`src/rtl/regbank_pkg.sv`:
```
package regbank_pkg;
  localparam int FW_W   = 16;
  localparam int SP_IDX = 0;
  localparam int SR_IDX = 6;
  localparam int PC_IDX = 7;
  localparam int LO_IDX = 3;
  localparam int HI_IDX = 4;

  // Field order sets the bit positions: rsvd is bit 15, pri is bits 3:0.
  typedef struct packed {
    logic       rsvd;
    logic       acc_mode;
    logic       bank;
    logic       frac_mode;
    logic       fir_mv;
    logic [3:0] shift_fld;
    logic       fiq_en;
    logic       irq_en;
    logic       nest_en;
    logic [3:0] pri;
  } flag_word_t;

  localparam flag_word_t FW_RESET = '{
    rsvd: 1'b0, acc_mode: 1'b0, bank: 1'b0, frac_mode: 1'b0, fir_mv: 1'b1,
    shift_fld: 4'd0, fiq_en: 1'b0, irq_en: 1'b0, nest_en: 1'b0, pri: 4'd8
  };
endpackage

```
`src/rtl/regbank_flags.sv`:
```
module regbank_flags
  import regbank_pkg::*;
(
  input  logic            clk,
  input  logic            rst,
  input  logic            fw_wr_en,
  input  logic [FW_W-1:0] fw_wr_data,
  output flag_word_t      flags_q,
  output logic            bank_flip
);
  flag_word_t incoming;

  always_comb begin
    incoming      = flag_word_t'(fw_wr_data);
    // The top bit is not stored; it always reads back as zero.
    incoming.rsvd = fw_wr_data[FW_W-1] & 1'b0;
  end

  assign bank_flip = fw_wr_en && (incoming.bank != flags_q.bank);

  always_ff @(posedge clk) begin
    if (rst)           flags_q <= FW_RESET;
    else if (fw_wr_en) flags_q <= incoming;
  end
endmodule

```
`src/rtl/regbank_gen.sv`:
```
module regbank_gen #(
  parameter int DW    = 16,
  parameter int NGEN  = 4,
  parameter int IDX_W = 3,
  parameter int BASE  = 1
) (
  input  logic                      clk,
  input  logic                      rst,
  input  logic                      swap,
  input  logic                      wr_en,
  input  logic [IDX_W-1:0]          wr_idx,
  input  logic [DW-1:0]             wr_data,
  output logic [NGEN-1:0][DW-1:0]   live_q,
  output logic [NGEN-1:0][DW-1:0]   shadow_q
);
  for (genvar k = 0; k < NGEN; k++) begin : g_slot
    localparam logic [IDX_W-1:0] MY_IDX = IDX_W'(BASE + k);
    logic hit;
    assign hit = wr_en && (wr_idx == MY_IDX);

    always_ff @(posedge clk) begin
      if (rst) begin
        live_q[k]   <= '0;
        shadow_q[k] <= '0;
      end else begin
        if (swap) begin
          live_q[k]   <= shadow_q[k];
          shadow_q[k] <= live_q[k];
        end
        // A same-cycle write overrides the swapped-in value: it lands in the new bank.
        if (hit) live_q[k] <= wr_data;
      end
    end
  end
endmodule

```
`src/rtl/regbank_sys.sv`:
```
module regbank_sys #(
  parameter int DW     = 16,
  parameter int NGEN   = 4,
  parameter int IDX_W  = 3,
  parameter int SEG_W  = 6,
  parameter int SR_POS = 6
) (
  input  logic                    clk,
  input  logic                    rst,
  input  logic                    wr_en,
  input  logic [IDX_W-1:0]        wr_idx,
  input  logic [DW-1:0]           wr_data,
  input  logic                    seg_wr_en,
  input  logic [SEG_W-1:0]        seg_wr_data,
  output logic [(1<<IDX_W)-NGEN-1:0][DW-1:0] sys_q
);
  localparam int NSYS    = (1 << IDX_W) - NGEN;
  localparam int SEG_LSB = DW - SEG_W;

  for (genvar s = 0; s < NSYS; s++) begin : g_sys
    localparam int MY_IDX = (s == 0) ? 0 : s + NGEN;
    logic hit;
    logic [DW-1:0] nxt;
    assign hit = wr_en && (wr_idx == IDX_W'(MY_IDX));

    if (MY_IDX == SR_POS) begin : g_status
      always_comb begin
        nxt = hit ? wr_data : sys_q[s];
        if (seg_wr_en) nxt[DW-1:SEG_LSB] = seg_wr_data;
      end
    end else begin : g_plain
      assign nxt = hit ? wr_data : sys_q[s];
    end

    always_ff @(posedge clk) begin
      if (rst) sys_q[s] <= '0;
      else     sys_q[s] <= nxt;
    end
  end
endmodule

```
`src/rtl/core_regbank.sv`:
```
module core_regbank
  import regbank_pkg::*;
#(
  parameter int DW    = 16,
  parameter int IDX_W = 3,
  parameter int SEG_W = 6,
  parameter int HI_W  = 6
) (
  input  logic                 clk,
  input  logic                 rst,
  input  logic [IDX_W-1:0]     rd_a_idx,
  output logic [DW-1:0]        rd_a_data,
  input  logic [IDX_W-1:0]     rd_b_idx,
  output logic [DW-1:0]        rd_b_data,
  input  logic                 wr_en,
  input  logic [IDX_W-1:0]     wr_idx,
  input  logic [DW-1:0]        wr_data,
  input  logic                 fw_wr_en,
  input  logic [DW-1:0]        fw_wr_data,
  output logic [DW-1:0]        fw_rd_data,
  input  logic                 seg_wr_en,
  input  logic [SEG_W-1:0]     seg_wr_data,
  output logic [SEG_W-1:0]     seg_out,
  output logic [2*DW-1:0]      pair_out,
  output logic [HI_W+DW-1:0]   prog_addr
);
  localparam int NREG = 1 << IDX_W;
  localparam int NGEN = 4;
  localparam int NSYS = NREG - NGEN;

  flag_word_t                 flags_q;
  logic                       bank_flip;
  logic [NGEN-1:0][DW-1:0]    gen_live;
  logic [NGEN-1:0][DW-1:0]    gen_shadow;
  logic [NSYS-1:0][DW-1:0]    sys_q;
  logic [DW-1:0]              all_regs [NREG];

  regbank_flags u_flags (
    .clk(clk), .rst(rst), .fw_wr_en(fw_wr_en), .fw_wr_data(fw_wr_data),
    .flags_q(flags_q), .bank_flip(bank_flip)
  );

  regbank_gen #(.DW(DW), .NGEN(NGEN), .IDX_W(IDX_W), .BASE(1)) u_gen (
    .clk(clk), .rst(rst), .swap(bank_flip), .wr_en(wr_en), .wr_idx(wr_idx),
    .wr_data(wr_data), .live_q(gen_live), .shadow_q(gen_shadow)
  );

  regbank_sys #(.DW(DW), .NGEN(NGEN), .IDX_W(IDX_W), .SEG_W(SEG_W), .SR_POS(SR_IDX)) u_sys (
    .clk(clk), .rst(rst), .wr_en(wr_en), .wr_idx(wr_idx), .wr_data(wr_data),
    .seg_wr_en(seg_wr_en), .seg_wr_data(seg_wr_data), .sys_q(sys_q)
  );

  for (genvar i = 0; i < NREG; i++) begin : g_map
    if (i >= 1 && i <= NGEN) begin : g_gen
      assign all_regs[i] = gen_live[i-1];
    end else if (i == 0) begin : g_sp
      assign all_regs[i] = sys_q[0];
    end else begin : g_sys
      assign all_regs[i] = sys_q[i-NGEN];
    end
  end

  assign rd_a_data  = all_regs[rd_a_idx];
  assign rd_b_data  = all_regs[rd_b_idx];
  assign fw_rd_data = DW'(flags_q);
  assign seg_out    = all_regs[SR_IDX][DW-1 -: SEG_W];
  assign prog_addr  = {all_regs[SR_IDX][HI_W-1:0], all_regs[PC_IDX]};
  assign pair_out   = {all_regs[HI_IDX], all_regs[LO_IDX]};
endmodule

```
`config.mk`:
```
export PLATFORM = sky130hd
export DESIGN_NAME = core_regbank
export DESIGN_NICKNAME = d
export VERILOG_FILES = /design/src/rtl/regbank_pkg.sv /design/src/rtl/regbank_flags.sv /design/src/rtl/regbank_gen.sv /design/src/rtl/regbank_sys.sv /design/src/rtl/core_regbank.sv
export SDC_FILE = /design/constraint.sdc
export NUM_CORES = 1
export LEC_CHECK = 0
export CAP_MARGIN = 20
export CORE_MARGIN = 4
export CORE_UTILIZATION = 65
export DETAILED_ROUTE_END_ITERATION = 10
export DONT_BUFFER_PORTS = 1
export PLACE_DENSITY = 0.81
export SYNTH_ARGS = -nofsm -noshare
export SYNTH_HDL_FRONTEND = slang
export SYNTH_SLANG_ARGS = --single-unit
```
`constraint.sdc`:
```
create_clock -name clk -period 3.41 [get_ports clk]
set_clock_uncertainty 0.15 [all_clocks]
set_input_delay 0.5115 -clock clk [delete_from_list [all_inputs] [get_ports clk]]
set_output_delay 0.5115 -clock clk [all_outputs]
set_load 0.02 [all_outputs]
```
* After elaboration in Yosys (flattened, before gate mapping)
Index checks and enable logic that the tools add are counted.
** Word-level totals
- Register bits :: 207
- Input bits :: 52
- Output and inout bits :: 108
- Word-level logic and storage cells :: 65
** Operators by class
- Magnitude comparators :: 2
- Eq/ne operators :: 8
- Mux-type cells :: 16
- Bitwise logic cells :: 2
- Reduce and logical (&&, ||, !) cells :: 15
** Operators with widths (number)
- 2-to-1 mux 16 bit :: 13
- binary-select mux 16 bit (select 3 bit) :: 2
- == test 3 bit, second input constant :: 4
- nonzero test 2 bit :: 5
- logical AND 1 bit :: 9
- greater-or-equal comparator 4 bit, second input constant :: 2
- NOT 3 -> 4 bit :: 2
- == test 3 x 2 -> 1 bit, second input constant :: 2
- 2-to-1 mux 6 bit :: 1
- == test 3 x 1 -> 1 bit, second input constant :: 1
- logical NOT 3 bit :: 1
- != test 1 bit :: 1

* Longest topological paths before layout
- Word-level depth :: 4
- Depth in mapped cells :: 6
- Gate-level depth less buffers :: 3

* Hierarchy
A second synthesis with hierarchy kept.
** Second synthesis, totals
- Cell total of the unflattened synthesis :: 954
- Area, all modules :: 10156.0 um2
** By module, submodules not included
- regbank_gen :: times used 1, cells each 495, area each 5094.9 um2, sequential area each 2562.5 um2
- regbank_sys :: times used 1, cells each 293, area each 2347.3 um2, sequential area each 1281.2 um2
- core_regbank :: times used 1, cells each 114, area each 2142.1 um2, sequential area each 0.0 um2
- regbank_flags :: times used 1, cells each 52, area each 571.8 um2, sequential area each 300.3 um2

* Worst setup path before layout
OpenSTA, ideal clock, no wires.
- Kind :: in2out
- Start :: input port rd_a_idx[0]
- End :: output port rd_a_data[10]
- Arrival :: 1.655 ns
- Data required time :: 2.748 ns
- Path slack :: 1.093 ns
- Cell stages on the path :: 5
- Buffers on the path :: 3
- Cells stage by stage :: buf_2 -> buf_2 -> buf_4 -> mux4_2 -> mux2_2
** On the way
- Word-level cells in the longest chain between the ends :: 4
** RTL lines
- start: declaration :: RTL line core_regbank.sv:11 : input logic [IDX_W-1:0] rd_a_idx,
- NOT 3 -> 4 bit (not written as such) :: RTL line core_regbank.sv:63 : assign rd_a_data = all_regs[rd_a_idx];
- binary-select mux 16 bit (select 3 bit) :: RTL line core_regbank.sv:63
- 2-to-1 mux 16 bit (not written as such) (2 in a row) :: RTL line core_regbank.sv:63
- end: declaration :: RTL line core_regbank.sv:12 : output logic [DW-1:0] rd_a_data,
Every way passes these cells. The select of a mux whose other input is x is not followed.

* Worst setup path in the final report
- Start :: register, netlist name u_flags.flags_q[13]
- End :: register u_gen.live_q[63] in the netlist's numbering
** On the way
- Word-level cells in the longest chain between the ends :: 3
** RTL lines
- != test 1 bit :: RTL line regbank_flags.sv:19 : assign bank_flip = fw_wr_en && (incoming.bank != flags_q.bank);
- logical AND 1 bit :: RTL line regbank_flags.sv:19
- nonzero test 2 bit (no line)
- end signal: indexed assignment :: RTL line regbank_gen.sv:27 : live_q[k] <= shadow_q[k];
- end signal: indexed assignment :: RTL line regbank_gen.sv:31 : if (hit) live_q[k] <= wr_data;
- end: declaration :: RTL line regbank_gen.sv:13 : output logic [NGEN-1:0][DW-1:0] live_q,
Every way passes these cells.
A chain may end at the register's enable or synchronous reset.

==> parameters.txt <==
Parameter                              Value

GRT
  Number of global-route vias before repair    8552
  Number of antenna violations at the first check in global routing    2
  Wire length of the first global-routing pass    48400 um
  Maximum number of pins on one net before global-route repair    157
  Total overflow reported by the global router    0
  All-layer global routing usage    32.7%

Cells and area
  Total number of nets in the final design    1145
  Footprint of the flip-flops and latches    0.00414 mm^2
  Final Instance Count excl. Fillers    1326
  Number of filler cells placed in the layout    1131
  Share of post-route cells with drive strength above 1    10.0%
  Multi-input logic area    0.00554 mm^2
  Utilization after layout    69.4%
  Area growth, synth to finish    5.14%

STA
  Transition time at the pin with the least slew margin    1020 ps
  Max-Slew Margin vs Limit    31.9%
  Count of final max-slew check failures    0
  Unrepaired setup endpoints after global routing    false
  F_max    0.387 GHz
  Minimum clock period after layout    2580 ps
  Post-route worst hold slack    3.63 ps
  Setup TNS    0 ps
  Count of final setup violators    0
  Hold violation total from the final report    0
  Ratio of final minimum period to clock period    75.8%

Critical path
  Largest delay contributor family on the critical path    buffers and inverters
  Critical path origin    u_flags.flags_q[13]
  Startpoint kind of the worst setup timing path    register
  Sort of element at the end of the critical path    register
  Top fanout value on the critical path    128
  CP cell instances    xor2_4 -> buf_12 -> nand3_1 -> a311oi_1 -> dlygate4sd3_1
  Critical path depth    5
  Critical path data required time    3700 ps
  Arrival time at the worst endpoint    2870 ps
  Worst-case reg-to-reg path depth    5
  Category of the most critical setup path    reg -> reg
  Slowest stage cell on the critical path    dfxtp_1
  Worst path bufs/invs    2
  Delay of the slowest critical-path stage    630 ps
  Beginning of the worst register-to-register path    u_flags.flags_q[13]

Floorplan
  Total die area    0.0188 mm^2
  Ports    160
  Die outline width    137 um
  Height of the die    137 um
  Placeable core area    0.0165 mm^2
  Placement Rows    47
  Initial standard-cell utilization of the core    66.0%

Synth
  Net Count, Synth    1258
  Dominant cell type by area after synthesis    dfxtp_1
  Number of synthesized flops with an enable pin    0
  Leading cell types by count after synthesis    dfxtp_1, nand2_1, nand3_1, a21oi_1, o21ai_0
  Post-synth cell types    32
  Area contributors post-synth    dfxtp_1, mux4_2, mux4_1
  Primary flip-flop cell chosen by synthesis mapping    dfxtp_1
  Most used standard cell by instance count after synthesis    dfxtp_1
  Warning count from the yosys run    0
  Post-Syn Area    0.0109 mm^2
  Share of the synthesized area in the top cell type    38.1%
  Async set-reset flop share out of synthesis    0%
  Share of the yosys chip area belonging to registers    38.1%
  Post-Synthesis Cells    1206
  Post-synthesis average cell area    9.01 um^2
  Number of synthesized register bits    207

Routing
  WL/cell    24.2 um
  Detailed-route vias per instance    7.13
  Antenna Nets Post-Route    0
  Detailed-route DRC error count    0
  Detailed Route Iter0 Violations    1368
  First-pass DRT Iterations    7
  Wire length after detailed routing    32100 um
  Via count of the routed design    9452

Placed design
  Placed instance count    1224
  Count of buffers inserted at the top-level ports    0
  DP HPWL    17900 um
  Routability congestion estimate    0.869

Clock network
  Hold buffers post-CTS    66
  TritonCTS Sinks    207
  Count of buffers added by post-CTS timing repair for setup    0
  CTS tree    done
  Worst skew pair latency    500 ps
  Cell at the root of the clock tree    clkbuf_16
  CTS Buffer Depth    3
  Post-CTS resize count    0
  Total clock buffers created by CTS    21
  H-tree levels    1
  Clock edge transition at the registers on the reported setup and hold paths    60 ps

Power
  Switching component of the power    0.00133 W
  Relative contribution of combinational cells to total power    8.8%
  Int Power    0.00407 W
  Total power per unit cell area    473 mW/mm^2
  Total leakage power    3.98 nW
  Sequential fraction of design power    48.0%
  Peak ir drop on the vdd network    0.455 mV
  Switching part of the total power    24.7%
  Overall power consumption    0.00540 W
  Clock share of power    43.2%

Worst hold path
  Origin of the worst min-delay path    wr_data[4]
  Hold Path Cell Cnt    2
  Worst Hold Class    in -> reg

Run
  Count of maximum capacitance violations    0

Status
  Run status    finished clean
[metrics by stage]
stage          worst slack, ps  instance area [um^2]
4_1_cts                    851                 11400
5_1_grt                    653                 11400
2_1_floorplan             1090                 10900
6_report                   827                 11400
3_3_place_gp              1240                 10100
3_5_place_dp              1250                 10100
[cell type report]
cell class,count,area share (%)
Multi-Input combinational cell,787,48.5
Sequential cell,207,36.3
Timing Repair Buffer,74,6.79
Clock buffer,32,5.40
Tap cell,220,2.41
Clock inverter,3,0.570
Inverter,2,0.0657
Antenna cell,1,0.0219
[power by group through the flow]
| stage | Sequential, W | Clock, W | Combinational [W] |
|---|---|---|---|
| after floorplan | 0.00258 | 0 | 0.000512 |
| after global placement | 0.00264 | 0 | 0.000372 |
| after detailed placement | 0.00264 | 0 | 0.000381 |
| after CTS | 0.00259 | 0.00233 | 0.000461 |
| after global routing | 0.00260 | 0.00243 | 0.000504 |
| final | 0.00259 | 0.00233 | 0.000477 |
[sequential cells by signal (all words and copies together), names as in the netlist]
name / count
u_sys.sys_q: 64
u_gen.shadow_q: 64
u_flags.flags_q: 15
u_gen.live_q: 64
[routing by layer]
layer,part of all wire [%],GRT usage (%)
met1,36,41.5
met2,47,52.7
met3,13,9.93
met4,4.3,12.4
met5,0.022,0
[worst register-to-register path: stages, from the launching register on]
cell and delay [ps]:
dfxtp_1 630, xor2_4 200, buf_12 430, nand3_1 140
a311oi_1 360, dlygate4sd3_1 610
[kinds of logic (layout without fill, tap and decap cells)]
group / after synthesis / count (layout) / synth area share [%]
buffers and inverters: 212 / 111 / 11.1
DFF: 207 / 207 / 38.1
AOI/OAI and AO/OA: 322 / 322 / 17.3
muxes: 109 / 109 / 18.7
other: 1 / 2 / 0.0345
and+or+nand+nor: 353 / 353 / 14.5
xor gates and xnor gates: 2 / 2 / 0.161
[path summary, 6_finish.rpt]
path / to / slack [ps]
hold / removal: u_sys.sys_q[52] / 4
setup / recovery: u_gen.live_q[63] / 830
setup reg to reg: u_gen.live_q[63] / 830
hold reg to reg: u_sys.sys_q[25] / 320
[layout by cell type (no fill, tap or decap), drive strengths merged]
master	n
and4	1
nor4b	1
bufinv	2
xnor2	1
nand4	1
o21ai	128
conb	1
xor2	1
inv	2
nand2	128
mux2	32
or4b	1
clkbuf	32
and4b	2
clkinv	1
nand4bb	3
a311oi	70
nor2b	2
mux4	64
a211o	2
nor2	83
buf	9
dfxtp	207
a21oi	122
nand4b	3
nand3	128
dlygate4sd3	65
diode	1
mux2i	13
Note: power is estimated with default switching activity, not from simulation.
